File: src/rtl/dsg_pkg.sv
package dsg_pkg;
  localparam int unsigned DSG_ADDR_W = 24;
  localparam int unsigned DSG_DATA_W = 8;
  localparam int unsigned DSG_SIZE_W = 16;
  localparam int unsigned DSG_NUM_CH = 8;
  // register indices inside a channel's 16-byte slot
  localparam logic [3:0] DSG_REG_ADDR0 = 4'd2;
  localparam logic [3:0] DSG_REG_SIZE0 = 4'd5;
  // window 0x4300-0x437F, compared on bits [15:7]
  localparam logic [8:0] DSG_WIN_HI = 9'h086;
endpackage

File: src/rtl/dsg_snoop.sv
module dsg_snoop
  import dsg_pkg::*;
#(
  parameter int unsigned NUM_CH = DSG_NUM_CH,
  parameter int unsigned ADDR_W = DSG_ADDR_W,
  parameter int unsigned SIZE_W = DSG_SIZE_W,
  localparam int unsigned CH_W = $clog2(NUM_CH),
  localparam int unsigned ADDR_BYTES = ADDR_W / 8,
  localparam int unsigned SIZE_BYTES = SIZE_W / 8
) (
  input  logic              clk_i,
  input  logic              rst_ni,
  input  logic              we_i,
  input  logic [23:0]       waddr_i,
  input  logic [7:0]        wdata_i,
  input  logic              dec_en_i,
  input  logic [CH_W-1:0]   dec_ch_i,
  output logic [ADDR_W-1:0] chan_addr_o [NUM_CH],
  output logic [SIZE_W-1:0] chan_size_o [NUM_CH]
);
  logic            win_hit;
  logic [CH_W-1:0] wch;
  logic [3:0]      wreg;

  assign win_hit = we_i && !waddr_i[22] && (waddr_i[15:7] == DSG_WIN_HI);
  assign wch     = waddr_i[4 +: CH_W];
  assign wreg    = waddr_i[3:0];

  for (genvar n = 0; n < NUM_CH; n++) begin : g_ch
    logic ch_wr;
    logic size_wr;
    assign ch_wr   = win_hit && (wch == CH_W'(n));
    assign size_wr = ch_wr && (wreg >= DSG_REG_SIZE0) &&
                     (wreg < DSG_REG_SIZE0 + 4'(SIZE_BYTES));

    always_ff @(posedge clk_i or negedge rst_ni) begin
      if (!rst_ni) begin
        chan_addr_o[n] <= '0;
      end else if (ch_wr) begin
        for (int k = 0; k < ADDR_BYTES; k++)
          if (wreg == DSG_REG_ADDR0 + 4'(k)) chan_addr_o[n][8*k +: 8] <= wdata_i;
      end
    end

    // a snooped size write wins over a decrement in the same cycle
    always_ff @(posedge clk_i or negedge rst_ni) begin
      if (!rst_ni) begin
        chan_size_o[n] <= '0;
      end else if (size_wr) begin
        for (int k = 0; k < SIZE_BYTES; k++)
          if (wreg == DSG_REG_SIZE0 + 4'(k)) chan_size_o[n][8*k +: 8] <= wdata_i;
      end else if (dec_en_i && dec_ch_i == CH_W'(n)) begin
        chan_size_o[n] <= chan_size_o[n] - SIZE_W'(1);
      end
    end
  end
endmodule

File: src/rtl/dsg_match.sv
module dsg_match
  import dsg_pkg::*;
#(
  parameter int unsigned NUM_CH = DSG_NUM_CH,
  parameter int unsigned ADDR_W = DSG_ADDR_W,
  localparam int unsigned CH_W = $clog2(NUM_CH)
) (
  input  logic              rd_req_i,
  input  logic [ADDR_W-1:0] rd_addr_i,
  input  logic [NUM_CH-1:0] glob_en_i,
  input  logic [NUM_CH-1:0] xfer_en_i,
  input  logic [ADDR_W-1:0] chan_addr_i [NUM_CH],
  output logic              hit_o,
  output logic [CH_W-1:0]   hit_ch_o
);
  logic              upper;
  logic [NUM_CH-1:0] qual;

  assign upper = rd_req_i && (&rd_addr_i[ADDR_W-1 -: 2]);

  for (genvar n = 0; n < NUM_CH; n++) begin : g_q
    assign qual[n] = upper && glob_en_i[n] && xfer_en_i[n] &&
                     (chan_addr_i[n] == rd_addr_i);
  end

  // descending scan: lowest qualifying channel is the last one written
  always_comb begin
    hit_ch_o = '0;
    for (int n = NUM_CH - 1; n >= 0; n--)
      if (qual[n]) hit_ch_o = CH_W'(n);
  end

  assign hit_o = |qual;
endmodule

File: src/rtl/dsg_ctrl.sv
module dsg_ctrl
  import dsg_pkg::*;
#(
  parameter int unsigned NUM_CH = DSG_NUM_CH,
  parameter int unsigned SIZE_W = DSG_SIZE_W,
  localparam int unsigned CH_W = $clog2(NUM_CH)
) (
  input  logic              clk_i,
  input  logic              rst_ni,
  input  logic              hit_i,
  input  logic [CH_W-1:0]   hit_ch_i,
  input  logic [SIZE_W-1:0] hit_size_i,
  input  logic              xfer_we_i,
  input  logic [NUM_CH-1:0] xfer_wdata_i,
  output logic [NUM_CH-1:0] xfer_en_o,
  output logic              ready_o,
  output logic              last_o,
  output logic              start_o
);
  logic [NUM_CH-1:0] clr_mask;
  logic [NUM_CH-1:0] xfer_base;

  assign last_o   = (hit_size_i == SIZE_W'(1));
  assign start_o  = hit_i && !ready_o;
  assign clr_mask = (hit_i && last_o) ? (NUM_CH'(1) << hit_ch_i) : '0;
  assign xfer_base = xfer_we_i ? xfer_wdata_i : xfer_en_o;

  always_ff @(posedge clk_i or negedge rst_ni) begin
    if (!rst_ni) begin
      ready_o   <= 1'b0;
      xfer_en_o <= '0;
    end else begin
      xfer_en_o <= xfer_base & ~clr_mask;
      if (hit_i) ready_o <= !last_o;
    end
  end
endmodule

File: src/rtl/dma_stream_gate.sv
module dma_stream_gate
  import dsg_pkg::*;
#(
  parameter int unsigned NUM_CH = DSG_NUM_CH,
  parameter int unsigned ADDR_W = DSG_ADDR_W,
  parameter int unsigned DATA_W = DSG_DATA_W,
  parameter int unsigned SIZE_W = DSG_SIZE_W,
  localparam int unsigned CH_W = $clog2(NUM_CH)
) (
  input  logic              clk_i,
  input  logic              rst_ni,
  input  logic              snoop_we_i,
  input  logic [23:0]       snoop_addr_i,
  input  logic [7:0]        snoop_wdata_i,
  input  logic              rd_req_i,
  input  logic [ADDR_W-1:0] rd_addr_i,
  input  logic [DATA_W-1:0] rom_data_i,
  input  logic [NUM_CH-1:0] glob_en_i,
  input  logic              xfer_we_i,
  input  logic [NUM_CH-1:0] xfer_wdata_i,
  output logic [NUM_CH-1:0] xfer_en_o,
  output logic              dec_start_o,
  output logic [ADDR_W-1:0] dec_start_addr_o,
  output logic              dec_next_o,
  input  logic [DATA_W-1:0] dec_data_i,
  output logic              rd_sel_stream_o,
  output logic [DATA_W-1:0] rd_data_o
);
  logic [ADDR_W-1:0] chan_addr [NUM_CH];
  logic [SIZE_W-1:0] chan_size [NUM_CH];
  logic              hit;
  logic [CH_W-1:0]   hit_ch;
  logic              ready;
  logic              last;

  dsg_snoop #(.NUM_CH(NUM_CH), .ADDR_W(ADDR_W), .SIZE_W(SIZE_W)) i_snoop (
    .clk_i, .rst_ni,
    .we_i       (snoop_we_i),
    .waddr_i    (snoop_addr_i),
    .wdata_i    (snoop_wdata_i),
    .dec_en_i   (hit),
    .dec_ch_i   (hit_ch),
    .chan_addr_o(chan_addr),
    .chan_size_o(chan_size)
  );

  dsg_match #(.NUM_CH(NUM_CH), .ADDR_W(ADDR_W)) i_match (
    .rd_req_i,
    .rd_addr_i,
    .glob_en_i,
    .xfer_en_i  (xfer_en_o),
    .chan_addr_i(chan_addr),
    .hit_o      (hit),
    .hit_ch_o   (hit_ch)
  );

  dsg_ctrl #(.NUM_CH(NUM_CH), .SIZE_W(SIZE_W)) i_ctrl (
    .clk_i, .rst_ni,
    .hit_i       (hit),
    .hit_ch_i    (hit_ch),
    .hit_size_i  (chan_size[hit_ch]),
    .xfer_we_i,
    .xfer_wdata_i,
    .xfer_en_o,
    .ready_o     (ready),
    .last_o      (last),
    .start_o     (dec_start_o)
  );

  assign dec_start_addr_o = rd_addr_i;
  assign dec_next_o       = hit;
  assign rd_sel_stream_o  = hit;
  assign rd_data_o        = hit ? dec_data_i : rom_data_i;
endmodule

File: config.mk
export PLATFORM = sky130hd
export DESIGN_NAME = dma_stream_gate
export DESIGN_NICKNAME = d
export VERILOG_FILES = /design/src/rtl/dsg_pkg.sv /design/src/rtl/dsg_snoop.sv /design/src/rtl/dsg_match.sv /design/src/rtl/dsg_ctrl.sv /design/src/rtl/dma_stream_gate.sv
export SDC_FILE = /design/constraint.sdc
export NUM_CORES = 1
export LEC_CHECK = 0
export BUFFER_PORTS_ARGS = -buffer_cell sky130_fd_sc_hd__buf_2
export CORE_MARGIN = 1
export CORE_UTILIZATION = 50
export DETAILED_ROUTE_END_ITERATION = 8
export GPL_TIMING_DRIVEN = 0
export PLACE_DENSITY = 0.68
export SETUP_SLACK_MARGIN = 0.2
export SYNTH_ARGS = -nofsm -noshare
export SYNTH_HDL_FRONTEND = slang
export SYNTH_SLANG_ARGS = --single-unit
File: constraint.sdc
create_clock -name clk_i -period 8.34 [get_ports clk_i]
set_input_delay 1.668 -clock clk_i [delete_from_list [all_inputs] [get_ports clk_i]]
set_output_delay 1.668 -clock clk_i [all_outputs]
set_load 0.01 [all_outputs]
==> results.toml, run 1 <==
[outcome]
outcome = "completed"

[sta]
slew_viol_final = 0
worst_slack_ps = 1370
max_slew_margin_pct = 9.73
rsz0062_at_grt = "no"
max_freq_ghz = 0.144
finalSetupTns_ps = 0
worst_pin_slew_ps = 1340
period_share_pct = 83.6
skew_ps = 25.2
setup-violations-final = 0
fin_crit_ps = 6970
hold_viol = 0

[clocking]
clockBufferDepth = 3
clk_pin_slew_ps = 60
cts_tree = "yes"
ctsResizeCount = 0
cts_hold_buffers = 0
ctsHtreeMaxLevel = 2
clk_latency_ps = 580
numCtsBuffers = 38
root_buffer = "clkbuf_16"
cts_setup_buffers = 0
cts_sinks = 329

[global_routing]
antenna_found_initial = 2
grt_pass1_wl_um = 91900
grt_pass1_vias = 15800
grt_max_degree = 125
gr-total-overflow = 0
grtUsageTotal_pct = 31.2

[die]
start_util_pct = 51.3
die_area_um2 = 38700
core.rowCount = 70
pin_count = 136
coreArea_um2 = 37000
die-width_um = 197
die_h_um = 197

[layout]
multi_input_area_um2 = 9850
seq_area_um2 = 8230
drive_above_1_share_pct = 22.6
nNetsFinal = 2224
fin_area_um2 = 21400
final_util_pct = 57.8
syn2layout_area_growth_pct = 12.7
fillCellCount = 3268

[synthesis]
synth-seq-cells = 329
syn_avg_cell_area_um2 = 9.55
synth_edf_count = 0
synth.cell_area_um2 = 19000
synth_area_leaders = "dfrtp_1 43%, mux2_2 12%, a21oi_1 5.8%"
synthArstFlopShare_pct = 100
synth_cells = 1984
synth_top_area_share_pct = 43.4
yosysTopAreaCell = "dfrtp_1"
yosysMostFrequentCell = "dfrtp_1"
yosys-top-cells-count = "329 x dfrtp_1, 220 x a21oi_1, 197 x mux2_2"
synth_nets = 2085
synth_cell_type_count = 75
ys_seq_area_share_pct = 43.4
yosysWarnings = 0
synthFlopType = "dfrtp_1"

[place]
placed_cell_area_um2 = 20100
gp_congestion = 0.943
dp_slack_ps = 1470
port_buffers = 97
place_hpwl_um = 41000

[worst_setup_path]
path_cells = "buf_2 > nand3_1 > nor4_1 > nand4_1 > nor4_1 > nor3b_1 > nand2_1 > mux2_2 > buf_2"
path_delay_family = "simple AND/OR/NAND/NOR gates"
path_max_fanout = 9
worstSetupPathType = "input port to output pin"
startpoint_type = "input port"
crit_slowest_cell = "nor4_1"
max_stage_delay_ps = 1130
critPathBufInv = 2
cp.arrival_ps = 5300
worstPathRequired_ps = 6670
cp-end-kind = "output pin"

[drt]
drt_iter0_drc = 1597
vias_per_cell = 6.12
vias = 16300
drtAntennaViolNets = 0
drc = 0
drt_first_pass_iters = 7
avgRoutedWirePerCell_um = 22.6
wirelength_um = 59900

[worst_hold_path]
hold_class = "flip-flop to flip-flop"

[power_and_ir_drop]
ir_worst_vdd_mv = 0.192
total_power_mw = 3.59
power.density_nw_per_um2 = 168
cellLeakagePower_nw = 10.2

[job]
drv_cap = 0
state kept, by name, indices dropped and copies added, names as in the netlist:
| signal | flops |
|---|---|
| i_ctrl.ready_o | 1 |
| i_ctrl.xfer_en_o | 8 |
| i_snoop.chan_addr_o | 192 |
| i_snoop.chan_size_o | 128 |
power breakdown:
part	internal, mW	total, mW	switching (mW)
clock	0.952	1.66	0.705
sequential	1.61	1.62	0.0179
combinational	0.100	0.308	0.208
final timing paths:
| check | from | to | slack, ps | cells past startpoint |
|---|---|---|---|---|
| max in group asynchronous | rst_ni | i_snoop.chan_addr_o[131] | 6100 | 2 |
| max reg2reg | i_ctrl.xfer_en_o[1] | i_ctrl.xfer_en_o[7] | 3800 | 11 |
| min | i_snoop.chan_addr_o[190] | i_snoop.chan_addr_o[190] | 500 | 1 |
| min reg2reg | i_snoop.chan_addr_o[190] | i_snoop.chan_addr_o[190] | 500 | 1 |
| min in group asynchronous | rst_ni | i_snoop.chan_size_o[105] | 1130 | 1 |
| max | rd_addr_i[23] | rd_data_o[3] | 1370 | 9 |
cell type report:
class                      count  share of cell area (%)
timing repair buffer          99                    2.58
sequential                   329                    38.5
clock inverter                13                   0.597
buffer                       145                    3.45
inverter                      34                   0.597
antenna                        2                  0.0234
multi-input combinational   1476                    46.1
clock buffer                  55                    5.13
tap                          504                    2.95
kinds of logic after synthesis:
logic type / after synthesis / share of synthesized area (%)
mux: 214 / 12.6
buf+inv: 179 / 4.56
xor+xnor: 176 / 8.13
flops: 329 / 43.4
fa+ha+maj: 8 / 0.528
compound gates: 471 / 14.5
simple gates: 607 / 16.3
worst reg2reg max path, delay by kind of cell, from the launching register on:
family | cells | cell delay, ps
and+or+nand+nor | 5 | 1880
buffers and inverters | 1 | 590
muxes | 1 | 160
AOI/OAI and AO/OA | 4 | 1280
DFF | 1 | 470
layer usage:
metal / vias to the layer above / global-route usage, % / wire length (µm)
li1: 7378 / - / -
met1: 8045 / 42.0 / 25200
met2: 680 / 49.7 / 27700
met3: 145 / 4.60 / 4320
met4: 2 / 14.6 / 2670
met5: - / 0 / 9
metrics by stage:
step                hold WS (ps)  std cells
finish                       497       2657
global route                 519       2656
detailed placement           489       2587
global placement             481       2585
floorplan                    467       1984
CTS                          502       2655
layout by cell type (no fill, tap or decap), types with 8 or more instances in the layout:
master	instances
mux2i_1	17
nand2_1	155
a21oi_2	10
buf_4	27
or2_2	30
nand3_1	75
clkbuf_16	38
nand4_1	51
xnor2_1	60
o22ai_1	15
mux2_2	197
dfrtp_1	329
nand2b_1	20
inv_1	34
nor4_1	49
clkbuf_8	8
nor2_1	107
o21ai_0	136
a21o_1	9
clkbuf_1	82
a21oi_1	220
or3_1	24
nor3_1	47
ha_1	8
o31ai_1	14
buf_2	127
xor2_1	116
No activity file was read; power rests on OpenSTA's default activity.
==> run 2: changes to the inputs <==
--- a/config.mk
+++ b/config.mk
@@ -10,7 +10,7 @@
 export CORE_UTILIZATION = 50
 export DETAILED_ROUTE_END_ITERATION = 8
 export GPL_TIMING_DRIVEN = 0
-export PLACE_DENSITY = 0.68
+export PLACE_DENSITY = 0.71
 export SETUP_SLACK_MARGIN = 0.2
 export SYNTH_ARGS = -nofsm -noshare
 export SYNTH_HDL_FRONTEND = slang
==> constraint.sdc (replaced) <==
create_clock -name clk_i -period 6.2 [get_ports clk_i]
set_input_delay 1.24 -clock clk_i [delete_from_list [all_inputs] [get_ports clk_i]]
set_output_delay 1.24 -clock clk_i [all_outputs]
set_load 0.01 [all_outputs]
==> results.toml, run 2 (synthesis results as in run 1) <==
[clocking]
cts_sinks = 329
numCtsBuffers = 38
cts_hold_buffers = 0
clk_pin_slew_ps = 60
cts_setup_buffers = 0
root_buffer = "clkbuf_16"
clk_latency_ps = 560
ctsHtreeMaxLevel = 2
cts_tree = "yes"
ctsResizeCount = 0
clockBufferDepth = 3

[power_and_ir_drop]
power_switching_mw = 1.23
swShare_pct = 25.4
power_frac_clock_pct = 46.4
comb_power_share_pct = 8.7
total_power_mw = 4.87
ir_worst_vdd_mv = 0.215
power.density_nw_per_um2 = 227
p_seq_share_pct = 44.9
p_int_mw = 3.63
cellLeakagePower_nw = 10.2

[outcome]
outcome = "completed"

[drt]
vias_per_cell = 6.25
avgRoutedWirePerCell_um = 22.4
drc = 0
drtAntennaViolNets = 0
drt_iter0_drc = 1883
vias = 16600
wirelength_um = 59400
drt_first_pass_iters = 5

[worst_setup_path]
worstPathRequired_ps = 4960
crit_top_cell = "buf_2"
r2r_cells = 10
max_stage_delay_ps = 1080
startpoint = "rd_addr_i[5]"
path_cells = "buf_2 > xor2_1 > nor4_1 > nand4_1 > or2_4 > nor4bb_1 > nand2_1 > mux2_2 > buf_2"
crit_slowest_cell = "nor4bb_1"
cp-end-kind = "output pin"
worstReg2RegStart = "i_ctrl.xfer_en_o[1]"
path_max_fanout = 9
timing.reg2reg.setup_slack_ps = 1990
cp.arrival_ps = 4550
worstSetupPathType = "input port to output pin"
startpoint_type = "input port"

[place]
gp_congestion = 0.922
port_buffers = 97
placed_cell_area_um2 = 20200
dp_cells = 2588
place_hpwl_um = 40500
dp_slack_ps = 276

[layout]
mostFrequentLayoutCells = "329 x dfrtp_1, 220 x a21oi_1, 197 x mux2_2"
largest_reg_flops = 192
final_common_cell = "dfrtp_1"
finalNonFillerCells = 2657
drive_above_1_share_pct = 22.6
nNetsFinal = 2225
final_util_pct = 58.0
reg_top3 = "i_snoop.chan_addr_o x192, i_snoop.chan_size_o x128, i_ctrl.xfer_en_o x8"
regMostFlops = "i_snoop.chan_addr_o"
syn2layout_area_growth_pct = 13.0
fin_area_um2 = 21400

[die]
die_h_um = 197
pin_count = 136
die_area_um2 = 38700
start_util_pct = 51.3
core.rowCount = 70
coreArea_um2 = 37000
die-width_um = 197

[global_routing]
grt_max_degree = 110
gr-total-overflow = 0
grt_pass1_wl_um = 91600
antenna_found_initial = 1
grtUsageTotal_pct = 30.8
grt_pass1_vias = 16100

[sta]
finalSetupTns_ps = 0
worst_slack_ps = 415
hold_viol = 0
holdWs_ps = 503
fin_crit_ps = 5790
max_freq_ghz = 0.173
period_share_pct = 93.3
max_slew_margin_pct = 11.6
slew_viol_final = 0
setup-violations-final = 0
rsz0062_at_grt = "no"
skew_ps = 21.2
worst_pin_slew_ps = 1310

[worst_hold_path]
hold_class = "flip-flop to flip-flop"
min_path_cells = 2
hold_start = "i_snoop.chan_addr_o[176]"

[job]
drv_cap = 0
## run 2: cell types whose count changed in the layout (fill, tap and decap cells not counted), sizes merged
cell,before,now
clkinvlp,0,1
buf,171,172
inv,36,34
clkinv,10,4
clkbuf,128,134
## run 2: path summary, 6_finish.rpt
path / endpoint
max reg2reg: i_ctrl.xfer_en_o[7]
max: rd_data_o[0]
min: i_snoop.chan_addr_o[176]
min reg2reg: i_snoop.chan_addr_o[176]
min in group asynchronous: i_snoop.chan_size_o[69]
max in group asynchronous: i_snoop.chan_addr_o[172]
## run 2: routing by layer
layer | vias up | share of wire [%] | global-route usage (%)
met5 | - | 0 | 0
met4 | 0 | 4.1 | 12.7
met3 | 157 | 8.8 | 5.41
met2 | 791 | 46 | 49.0
met1 | 8266 | 41 | 41.5
li1 | 7380 | - | -
## run 2: layout make-up
class	count	area, µm²
diodes	2	5.00
plain buffers	145	737
clock buffers	61	1170
clock inverters	6	80.1
fillers	3255	15500
inverters	34	128
multi-input cells	1476	9860
flip-flops and latches	329	8230
well taps	504	631
repair buffers	100	578
## run 2: worst max-delay path, delay by kind of cell
family                 cells  cell delay, ps
AND/OR/NAND/NOR            5            2100
XOR/XNOR                   1             210
buffers and inverters      2             520
multiplexers               1             440
## run 2: power groups by stage
stage,Clock (mW),Combinational (mW),Sequential [mW]
CTS,2.27,0.418,2.18
detailed placement,0,0.415,2.22
global route,2.35,0.454,2.18
global placement,0,0.400,2.22
finish,2.26,0.424,2.18
floorplan,0,0.222,2.22
==> run 3: changes to the inputs <==
--- a/config.mk
+++ b/config.mk
@@ -10,7 +10,7 @@
 export CORE_UTILIZATION = 50
 export DETAILED_ROUTE_END_ITERATION = 8
 export GPL_TIMING_DRIVEN = 0
-export PLACE_DENSITY = 0.71
+export PLACE_DENSITY = 0.68
 export SETUP_SLACK_MARGIN = 0.2
 export SYNTH_ARGS = -nofsm -noshare
 export SYNTH_HDL_FRONTEND = slang
==> constraint.sdc (replaced) <==
create_clock -name clk_i -period 5.62 [get_ports clk_i]
set_input_delay 1.124 -clock clk_i [delete_from_list [all_inputs] [get_ports clk_i]]
set_output_delay 1.124 -clock clk_i [all_outputs]
set_load 0.01 [all_outputs]
==> results.toml, run 3 (synthesis results as in run 1) <==
[sta]
hold_viol = 0
finalSetupTns_ps = 0
rsz0062_at_grt = "no"
holdWs_ps = 496
worst_pin_slew_ps = 1280
skew_ps = 26.1
setup-violations-final = 0
max_slew_margin_pct = 14.5
max_freq_ghz = 0.187
slew_viol_final = 0
fin_crit_ps = 5360
period_share_pct = 95.4

[worst_setup_path]
cp.arrival_ps = 4240
startpoint_type = "input port"
worstPathRequired_ps = 4500
cp-end-kind = "output pin"
path_max_fanout = 9
worstSetupPathType = "input port to output pin"

[layout]
final_common_cell = "dfrtp_1"
mostFrequentLayoutCells = "329 x dfrtp_1, 220 x a21oi_1, 197 x mux2_2"
seq_area_um2 = 8230
fin_area_um2 = 21400
nNetsFinal = 2224
final_util_pct = 57.9
fillCellCount = 3268
largest_reg_flops = 192
syn2layout_area_growth_pct = 12.8
reg_top3 = "i_snoop.chan_addr_o x192, i_snoop.chan_size_o x128, i_ctrl.xfer_en_o x8"
multi_input_area_um2 = 9870
drive_above_1_share_pct = 22.8
regMostFlops = "i_snoop.chan_addr_o"

[global_routing]
grt_pass1_vias = 15800
antenna_found_initial = 2
grtUsageTotal_pct = 31.2
gr-total-overflow = 0
grt_max_degree = 125
grt_pass1_wl_um = 91800

[die]
pin_count = 136
die_h_um = 197
start_util_pct = 51.3
core.rowCount = 70
die_area_um2 = 38700
die-width_um = 197
coreArea_um2 = 37000

[worst_hold_path]
hold_class = "flip-flop to flip-flop"

[clocking]
root_buffer = "clkbuf_16"
clockBufferDepth = 3
cts_tree = "yes"
cts_sinks = 329
clk_pin_slew_ps = 60
clk_latency_ps = 580
ctsHtreeMaxLevel = 2
numCtsBuffers = 38
cts_setup_buffers = 0

[drt]
vias_per_cell = 6.12
drc = 0
drtAntennaViolNets = 0
avgRoutedWirePerCell_um = 22.6
drt_first_pass_iters = 8
drt_iter0_drc = 1483
vias = 16300
wirelength_um = 60000

[job]
drv_cap = 0

[place]
placed_cell_area_um2 = 20100
port_buffers = 97
gp_congestion = 0.943
place_hpwl_um = 41000

[power_and_ir_drop]
ir_worst_vdd_mv = 0.283
cellLeakagePower_nw = 10.2
power.density_nw_per_um2 = 250

[outcome]
outcome = "completed"
==> run 3: cell type report <==
cell class	instances	area share, %
Antenna cell	3	0.0351
Buffer	145	3.45
Clock buffer	55	5.12
Clock inverter	13	0.597
Inverter	34	0.597
Multi-Input combinational cell	1476	46.2
Sequential cell	329	38.5
Tap cell	504	2.95
Timing Repair Buffer	99	2.57
==> run 3: final timing paths <==
check / end / cells after the start / slack (ps) / from
setup reg to reg: i_ctrl.xfer_en_o[7] / 11 / 1610 / i_ctrl.xfer_en_o[7]
setup / recovery: rd_data_o[7] / 9 / 260 / rd_addr_i[5]
max in group asynchronous: i_snoop.chan_addr_o[158] / 2 / 3930 / rst_ni
hold / removal: i_snoop.chan_addr_o[190] / 1 / 500 / i_snoop.chan_addr_o[190]
min in group asynchronous: i_snoop.chan_size_o[105] / 1 / 590 / rst_ni
hold reg to reg: i_snoop.chan_addr_o[190] / 1 / 500 / i_snoop.chan_addr_o[190]
==> run 3: through the flow <==
step	worst slack [ps]	instances	power [mW]
global route	187	2656	5.50
CTS	262	2655	5.35
global placement	-3030	2585	2.89
detailed placement	-159	2587	2.91
finish	259	2658	5.34
floorplan	1190	1984	2.69
==> run 3: report_power, final <==
group	switching (mW)	internal (mW)	leakage, nW
combinational	0.309	0.148	5.03
sequential	0.0265	2.38	4.54
clock	1.05	1.41	0.607
total	1.39	3.95	10.2
==> run 3: routing by layer <==
layer  vias to the layer above  track usage [%]  wire length, µm
li1                       7388                -                -
met1                      8056             42.0            25500
met2                       661             49.7            27600
met3                       148             4.60             4270
met4                         2             14.6             2670
met5                         -                0                9
==> run 3: critical path, cell delays in order <==
cell,delay (ps)
buf_2,390
xnor2_1,120
nand4_1,140
nor2_1,70
and4_1,290
nor4bb_1,930
nand2_1,570
mux2_2,440
buf_2,140
==> run 3: what timing repair did <==
action,in CTS,in global routing
hold buffers,0,0
cloned,0,0
endpoints found under the setup margin,11,10
gates resized for setup,2,3
